`config.mk`:
```
export PLATFORM = sky130hd
export DESIGN_NAME = spi_burst_master
export DESIGN_NICKNAME = d
export VERILOG_FILES = /design/src/rtl/spi_burst_master.sv
export SDC_FILE = /design/constraint.sdc
export NUM_CORES = 1
export LEC_CHECK = 0
export BUFFER_PORTS_ARGS = -buffer_cell sky130_fd_sc_hd__buf_2
export CAP_MARGIN = 20
export CORE_MARGIN = 4
export CORE_UTILIZATION = 40
export CTS_CLUSTER_SIZE = 24
export DETAILED_ROUTE_END_ITERATION = 12
export PLACE_DENSITY_LB_ADDON = 0.3
export SETUP_SLACK_MARGIN = 0.2
export SYNTH_ARGS = -nofsm -noshare
export SYNTH_HDL_FRONTEND = slang
export SYNTH_SLANG_ARGS = --single-unit
```
`constraint.sdc`:
```
create_clock -name clk -period 12.69 [get_ports clk]
set_input_delay 0.6345 -clock clk [delete_from_list [all_inputs] [get_ports clk]]
set_output_delay 0.6345 -clock clk [all_outputs]
set_load 0.02 [all_outputs]
```
`src/rtl/spi_burst_master.sv`:
```
module spi_burst_master #(
  parameter int DIV_W  = 16,
  parameter int WORD_W = 32
) (
  input  logic                      clk,
  input  logic                      rst_n,
  input  logic                      start,
  input  logic [DIV_W-1:0]          divider,
  input  logic [$clog2(WORD_W)-1:0] word_len,
  input  logic                      burst,
  input  logic                      dual,
  input  logic                      cpol,
  input  logic                      cpha,
  input  logic                      auto_ss,
  input  logic [1:0]                ss_sel,
  input  logic [1:0]                ss_man,
  input  logic                      ss_lvl,
  input  logic [WORD_W-1:0]         tx0,
  input  logic [WORD_W-1:0]         tx1,
  input  logic                      done_clr,
  output logic [WORD_W-1:0]         rx0,
  output logic [WORD_W-1:0]         rx1,
  output logic                      busy,
  output logic                      done,
  output logic                      sclk,
  output logic [1:0]                ss,
  output logic [1:0]                mosi,
  input  logic [1:0]                miso
);
  localparam int LEN_W = $clog2(WORD_W);
  localparam int CNT_W = $clog2(4*WORD_W+1);
  localparam logic [1:0] S_IDLE = 2'd0, S_SETUP = 2'd1, S_RUN = 2'd2, S_HOLD = 2'd3;

  logic [1:0]        st;
  logic [DIV_W-1:0]  hc, div_l;
  logic [LEN_W:0]    len_l;
  logic              two_l, dual_l, cpha_l, cpol_l, ph;
  logic [WORD_W-1:0] txl0, txl1;
  logic [CNT_W-1:0]  e;

  wire [LEN_W:0]   len_in = (word_len == '0) ? (LEN_W+1)'(WORD_W) : {1'b0, word_len};
  wire [DIV_W-1:0] div_in = (divider == '0) ? DIV_W'(1) : divider;

  wire             tick   = (hc == div_l);
  wire [CNT_W-1:0] len_c  = CNT_W'(len_l);
  wire [CNT_W-1:0] nbits  = len_c + (two_l ? len_c : '0);
  wire [CNT_W-1:0] nedges = nbits << 1;
  wire [CNT_W-1:0] oidx   = cpha_l ? ((e == '0) ? '0 : ((e - CNT_W'(1)) >> 1)) : (e >> 1);
  wire [CNT_W-1:0] sidx   = e >> 1;
  wire             owrd   = !dual_l && (oidx >= len_c);
  wire [CNT_W-1:0] opos   = len_c - CNT_W'(1) - oidx + (owrd ? len_c : '0);
  wire [LEN_W-1:0] obit   = opos[LEN_W-1:0];
  wire             smp    = cpha_l ? e[0] : ~e[0];
  wire             into1  = !dual_l && (sidx >= len_c);

  assign busy    = (st != S_IDLE);
  assign sclk    = busy ? (cpol_l ^ ph) : cpol;
  assign mosi[0] = owrd ? txl1[obit] : txl0[obit];
  assign mosi[1] = dual_l & txl1[obit];
  assign ss      = ~({2{ss_lvl}} ^ (auto_ss ? (ss_sel & {2{busy}}) : ss_man));

  always_ff @(posedge clk or negedge rst_n) begin
    if (!rst_n) begin
      st <= S_IDLE; hc <= '0; div_l <= DIV_W'(1); len_l <= '0;
      two_l <= 1'b0; dual_l <= 1'b0; cpha_l <= 1'b0; cpol_l <= 1'b0; ph <= 1'b0;
      txl0 <= '0; txl1 <= '0; e <= '0; rx0 <= '0; rx1 <= '0; done <= 1'b0;
    end else begin
      if (done_clr) done <= 1'b0;
      case (st)
        S_IDLE: if (start) begin
          st <= S_SETUP; hc <= '0; e <= '0; ph <= 1'b0;
          div_l <= div_in; len_l <= len_in;
          two_l <= burst & ~dual; dual_l <= dual;
          cpha_l <= cpha; cpol_l <= cpol;
          txl0 <= tx0; txl1 <= tx1; rx0 <= '0; rx1 <= '0;
        end
        S_SETUP: begin
          hc <= tick ? '0 : hc + DIV_W'(1);
          if (tick) st <= S_RUN;
        end
        S_RUN: begin
          hc <= tick ? '0 : hc + DIV_W'(1);
          if (tick) begin
            ph <= ~ph;
            e  <= e + CNT_W'(1);
            if (smp) begin
              if (dual_l) begin
                rx0 <= {rx0[WORD_W-2:0], miso[0]};
                rx1 <= {rx1[WORD_W-2:0], miso[1]};
              end else if (into1) begin
                rx1 <= {rx1[WORD_W-2:0], miso[0]};
              end else begin
                rx0 <= {rx0[WORD_W-2:0], miso[0]};
              end
            end
            if (e == nedges - CNT_W'(1)) st <= S_HOLD;
          end
        end
        default: begin
          hc <= tick ? '0 : hc + DIV_W'(1);
          if (tick) begin
            st   <= S_IDLE;
            done <= 1'b1;
          end
        end
      endcase
    end
  end
endmodule


```
==> impl_metrics.py, run 1 <==
metrics = {
    "run_status": {
        "outcome": "completed",
    },
    "synth": {
        "synth.top_cells.by_count": "dfrtp_1, nand2_1, inv_1, mux2_2, mux2i_1",
        "ys_warn_count": 0,
        "yosysMostFrequentCell": "dfrtp_1",
        "avgSynthCellArea_um2": 11.04,
        "ys_top_cells_by_area": "dfrtp_1, mux2_2, mux2i_1, nand2_1, mux4_2",
        "synth_edf_count": 0,
        "syn-num-nets": 1018,
        "synth_top_cell_by_area": "dfrtp_1",
        "yosysUniqueCellTypes": 64,
        "synth_top_cell_area_share": 0.4626,
        "async_reset_ff_frac": 1.000,
        "syn_inst": 887,
        "ys_seq_area_frac": 0.4653,
        "synth.cell_area_um2": 9791,
        "ys.flop_type": "dfrtp_1",
        "synth_seq_cells": 182,
    },
    "placed_design": {
        "gp_congestion": 0.8444,
        "dpl-instance-area_um2": 10890,
        "numPortBuffers": 171,
        "dp_slack_ns": 6.589,
        "dp_hpwl_um": 15450,
    },
    "routing": {
        "dr.pass1.iters": 5,
        "antenna_left": 0,
        "drt-initial-drc-count": 430,
        "wl_per_cell_um": 16.19,
        "avgViaCountPerCell": 5.092,
        "vias": 6961,
        "wl_um": 22130,
        "drc": 0,
    },
    "timing": {
        "max_slew.worst_pin.slew_ns": 1.028,
        "post-route-period-util": 0.5188,
        "min_period_ns": 6.583,
        "holdWs_ns": 0.2994,
        "final.setup.worst_slack_ns": 6.107,
        "slew_violations": 0,
        "finalSetupTns_ns": 0,
        "clock.fmax_ghz": 0.1519,
        "max_slew_margin": 0.3121,
        "finalClockSkew_ns": 0.01750,
        "grt_setup_unrepaired": "false",
        "setup_viol": 0,
        "hold_violations": 0,
    },
    "worst_setup_path": {
        "arrival_ns": 5.95,
        "cp_slowest_cell": "xor2_1",
        "startpoint_type": "flip-flop",
        "cp_common_cell": "ha_1",
        "critPathBufInv": 3,
        "endpoint_kind": "primary output",
        "worst-setup-path-type": "reg -> out",
        "slowest_delay_ns": 0.67,
        "path_max_fanout": 9,
        "crit_family": "adder cells",
        "worstPathRequired_ns": 12.06,
        "cp_cell_sequence": "inv_1, ha_1, nand3_1, nor2_1, a211o_1, ha_1, nand2b_1, a21o_1, a21oi_1, o21ai_0, a31oi_1, or2_2, fa_1, inv_1, ha_1, fa_1, xor2_1, mux2i_1, mux4_2, mux2i_1, buf_2",
    },
    "floorplan": {
        "die_w_um": 164.5,
        "pin_count": 172,
        "num_rows": 56,
        "start_util": 0.4122,
        "coreArea_um2": 23750,
        "die_h_um": 164.5,
        "die_area_um2": 27040,
    },
    "grt": {
        "overflow": 0,
        "grt_start_max_net_pins": 110,
        "grt_pass1_vias": 6889,
        "grt_pass1_wl_um": 35500,
        "antenna_found_initial": 2,
        "track_usage": 0.1637,
    },
    "layout": {
        "nFillCells": 2188,
        "drive_gt1_frac": 0.3244,
        "fin_area_um2": 11560,
        "synthToLayoutAreaGrowth_pct": 18.12,
        "seqCellArea_um2": 4556,
        "multiInputGateArea_um2": 4690,
        "nets": 1166,
        "antenna_cells": 0,
    },
    "clock_tree": {
        "postCtsHoldBufs": 0,
        "worstSkewPairLatency_ns": 0.45,
        "root_buffer": "clkbuf_16",
        "clk_pin_slew_ns": 0.09,
        "post_cts_resized": 0,
        "cts-buffers-inserted": 17,
        "clock-sinks": 182,
        "clk_path_buf_depth": 2,
        "htreeDepth": 4,
        "cts_tree": "built",
        "postCtsSetupBuffers": 0,
    },
    "job": {
        "cap_viol_max_count": 0,
    },
    "power_and_ir_drop": {
        "power_density_nw_per_um2": 271.6,
        "p_leak_nw": 5.479,
        "ir_drop_mv": 0.2964,
    },
    "worst_hold_path": {
        "hold_class": "in -> async",
    },
}
-- worst paths after layout --
path / from / to / slack (ns) / cells after the start
max in group asynchronous: rst_n / div_l[13] / 10.95 / 2
worst max-delay path: e[1] / mosi[0] / 6.11 / 21
worst min register to register: div_l[0] / div_l[0] / 0.49 / 2
min in group clk: done_clr / done / 0.38 / 2
worst max register to register: st[0] / rx0[3] / 9.31 / 7
worst min-delay path: rst_n / len_l[1] / 0.30 / 1
-- cell usage in the layout, fill, tap and decap left out, types with 5 or more instances in the layout --
cell type,n
o31ai_1,5
nand4_1,8
xor2_1,6
nand2_1,102
ha_1,24
a31oi_1,7
nand2b_1,6
dfrtp_1,181
a211oi_1,6
buf_2,170
nor3_1,10
mux2i_1,79
mux2_2,90
fa_1,5
or4_1,5
nor2_1,25
nor2b_1,7
nand3_1,13
a21oi_1,15
buf_4,6
and3_1,6
xnor2_1,28
inv_1,90
o21ai_0,37
clkbuf_16,17
mux4_2,17
-- through the flow --
| stage | power (mW) | util | cells |
|---|---|---|---|
| final | 3.141 | 0.4869 | 1367 |
| after global routing | 3.350 | 0.4869 | 1367 |
| after CTS | 3.134 | 0.4846 | 1365 |
| after floorplan | 2.184 | - | 887 |
| after detailed placement | 2.561 | 0.4585 | 1333 |
| after global placement | 2.518 | 0.4585 | 1333 |
-- layer usage --
layer / vias up / global-route usage / wire, um
li1: 3359 / - / -
met2: 147 / 0.2695 / 10870
met1: 3433 / 0.2210 / 9899
met3: 18 / 0.03743 / 1097
met4: 4 / 0.04045 / 238
met5: - / 0 / 27
-- registers in the layout (all words and copies together) (netlist names) --
register and count:
done 1, len_l 6, dual_l 1, div_l 16, cpha_l 1, cpol_l 1
st 2, e 8, rx0 32, two_l 1, txl0 32, ph 1
hc 16, rx1 32, txl1 32
-- area by class of cell --
class | count | area share
clock buffers | 17 | 0.03678
clock inverters | 15 | 0.01666
inverters | 90 | 0.02921
multi-input cells | 565 | 0.4055
flip-flops and latches | 182 | 0.3939
well taps | 319 | 0.03451
repair buffers | 179 | 0.08341
-- kinds of logic after synthesis --
kind of cell               Yosys count  share of synthesized area
muxes                              186                     0.2234
xor gates and xnor gates            34                    0.03042
and+or+nand+nor                    211                     0.1066
adders and majority gates           30                    0.04217
buffers and inverters              140                    0.05802
DFF                                182                     0.4653
AOI/OAI and AO/OA                  104                    0.07412
-- worst register-to-register path, cell delays in order (launching register included) --
cell     delay [ns]
dfrtp_1        0.42
inv_1          0.13
ha_2           0.58
buf_4          0.54
inv_1          0.30
a21o_1         0.26
nand2_2        0.75
mux2i_1        0.30
-- where the power goes --
part | switching [mW] | leakage [nW] | total, mW | internal [mW]
logic | 0.835 | 2.84 | 1.69 | 0.858
clock network | 0.287 | 0.296 | 0.560 | 0.273
registers | 0.149 | 2.35 | 0.889 | 0.740
Power figures use the tool's default switching activity.
==> inputs of run 2 (changes only) <==
- clock period: 12.69 -> 6.8 ns (I/O delays scaled with it)
==> impl_metrics.py, run 2 (synthesis gave the netlist of run 1 again) <==
metrics = {
    "clock_tree": {
        "worstSkewPairLatency_ns": 0.42,
        "clk_pin_slew_ns": 0.07,
        "htreeDepth": 4,
        "cts-buffers-inserted": 17,
        "root_buffer": "clkbuf_16",
        "clk_path_buf_depth": 2,
        "cts_tree": "built",
        "postCtsHoldBufs": 0,
        "postCtsSetupBuffers": 0,
        "clock-sinks": 182,
    },
    "worst_setup_path": {
        "slowest_delay_ns": 0.52,
        "cp_cell_sequence": "inv_1, ha_1, nand3_1, nor2_1, a211o_1, ha_1, nand2b_1, a21o_1, a21oi_1, o21ai_0, a31oi_1, or2_2, fa_1, inv_1, ha_1, fa_1, mux4_2, nor2b_1, a211oi_1, a21oi_1, mux2i_1, mux2i_1, buf_2",
        "startpoint": "e[1]",
        "cp_common_cell": "ha_1",
        "crit_family": "adder cells",
        "startpoint_type": "flip-flop",
        "critPathBufInv": 3,
        "r2r_start": "st[0]",
        "worst-setup-path-type": "reg -> out",
        "worstPathRequired_ns": 6.46,
        "cp_slowest_cell": "fa_1",
        "endpoint_kind": "primary output",
        "arrival_ns": 5.75,
        "path_max_fanout": 9,
    },
    "routing": {
        "drt-initial-drc-count": 445,
        "wl_per_cell_um": 15.90,
        "vias": 6850,
        "antenna_left": 0,
        "avgViaCountPerCell": 5.011,
        "dr.pass1.iters": 4,
        "drc": 0,
        "wl_um": 21740,
    },
    "timing": {
        "max_slew.worst_pin.slew_ns": 1.032,
        "setup_viol": 0,
        "max_slew_margin": 0.3098,
        "slew_violations": 0,
        "finalClockSkew_ns": 0.01275,
        "finalSetupTns_ns": 0,
        "min_period_ns": 6.087,
        "holdWs_ns": 0.01608,
        "hold_violations": 0,
        "grt_setup_unrepaired": "false",
        "clock.fmax_ghz": 0.1643,
        "post-route-period-util": 0.8952,
    },
    "layout": {
        "final_cell_mix": "dfrtp_1, buf_2, nand2_1, inv_1, mux2_2",
        "drive_gt1_frac": 0.3244,
        "nets": 1166,
        "nFillCells": 2145,
        "antenna_cells": 0,
        "synthToLayoutAreaGrowth_pct": 17.69,
        "final_common_cell": "dfrtp_1",
    },
    "floorplan": {
        "die_w_um": 164.5,
        "pin_count": 172,
        "die_h_um": 164.5,
        "num_rows": 56,
        "start_util": 0.4122,
        "coreArea_um2": 23750,
        "die_area_um2": 27040,
    },
    "grt": {
        "grt_util_met1": 0.2217,
        "grt.busiest_layer": "met2",
        "overflow": 0,
        "grt_pass1_wl_um": 35870,
        "grt_pass1_vias": 7045,
        "track_usage": 0.1635,
        "met2_usage": 0.2760,
        "antenna_found_initial": 0,
        "grt_start_max_net_pins": 105,
        "met3_usage": 0.03020,
    },
    "placed_design": {
        "dp_hpwl_um": 15340,
        "gp_congestion": 0.8571,
        "numPortBuffers": 171,
    },
    "power_and_ir_drop": {
        "pwr-share-comb": 0.543,
        "p_leak_nw": 5.459,
        "swShare": 0.4021,
        "power_density_nw_per_um2": 499.0,
        "seqPwrFrac": 0.286,
        "ir_drop_mv": 0.3955,
        "clockPowerShare": 0.170,
        "p_switching_mw": 2.312,
        "internal_power_mw": 3.438,
        "power.total_mw": 5.750,
    },
    "run_status": {
        "outcome": "completed",
    },
    "worst_hold_path": {
        "hold_class": "in -> async",
    },
    "job": {
        "cap_viol_max_count": 0,
    },
}
[run 2: cell type report]
cell class                      count  area (um2)  area share
Tap cell                          319       399.1     0.03464
Inverter                           90       337.8     0.02932
Multi-Input combinational cell    565        4697      0.4076
Sequential cell                   182        4556      0.3954
Clock buffer                       18       429.2     0.03725
Clock inverter                     14       158.9     0.01379
Timing Repair Buffer              179       944.7     0.08199
[run 2: metrics by stage]
step,setup slack (ns),utilization,instance area [um2],instances
after floorplan,1.427,-,9791,887
after global placement,1.208,0.4589,10900,1334
after detailed placement,1.017,0.4589,10900,1334
after CTS,0.5026,0.4836,11490,1366
after global routing,0.2603,0.4851,11520,1367
final,0.7125,0.4851,11520,1367
[run 2: final timing paths]
kind | endpoint | slack [ns] | cells past startpoint
min in group clk | done | 0.10 | 2
hold / removal | len_l[4] | 0.02 | 1
setup / recovery | mosi[0] | 0.71 | 23
max in group asynchronous | hc[13] | 5.31 | 2
setup reg to reg | rx0[3] | 3.34 | 7
hold reg to reg | div_l[0] | 0.49 | 2
[run 2: power by group through the flow]
stage / clock network (mW) / logic, mW / registers [mW]
after floorplan: 0 / 2.54 / 1.54
after global placement: 0 / 3.07 / 1.66
after CTS: 1.01 / 3.16 / 1.65
after detailed placement: 0 / 3.12 / 1.67
final: 0.978 / 3.12 / 1.65
after global routing: 1.05 / 3.46 / 1.69
[run 2: worst reg2reg max path, cell delays in order (launching register included)]
cell and delay (ns):
dfrtp_1 0.42, inv_1 0.13, ha_2 0.66, buf_4 0.55
inv_1 0.28, a21o_1 0.26, nand2_2 0.76, mux2i_1 0.30
[run 2: what timing repair did]
item / in CTS / in global routing
gates resized for setup: 0 / 1
hold endpoints to repair: 0 / 0
endpoints found under the setup margin: 0 / 1
[run 2: routing by layer]
layer / share of wire / vias to the layer above / wire length [um]
met5: 0 / - / 0
met4: 0.0088 / 0 / 192
met3: 0.049 / 12 / 1071
met2: 0.49 / 152 / 10660
met1: 0.45 / 3325 / 9815
li1: - / 3361 / -
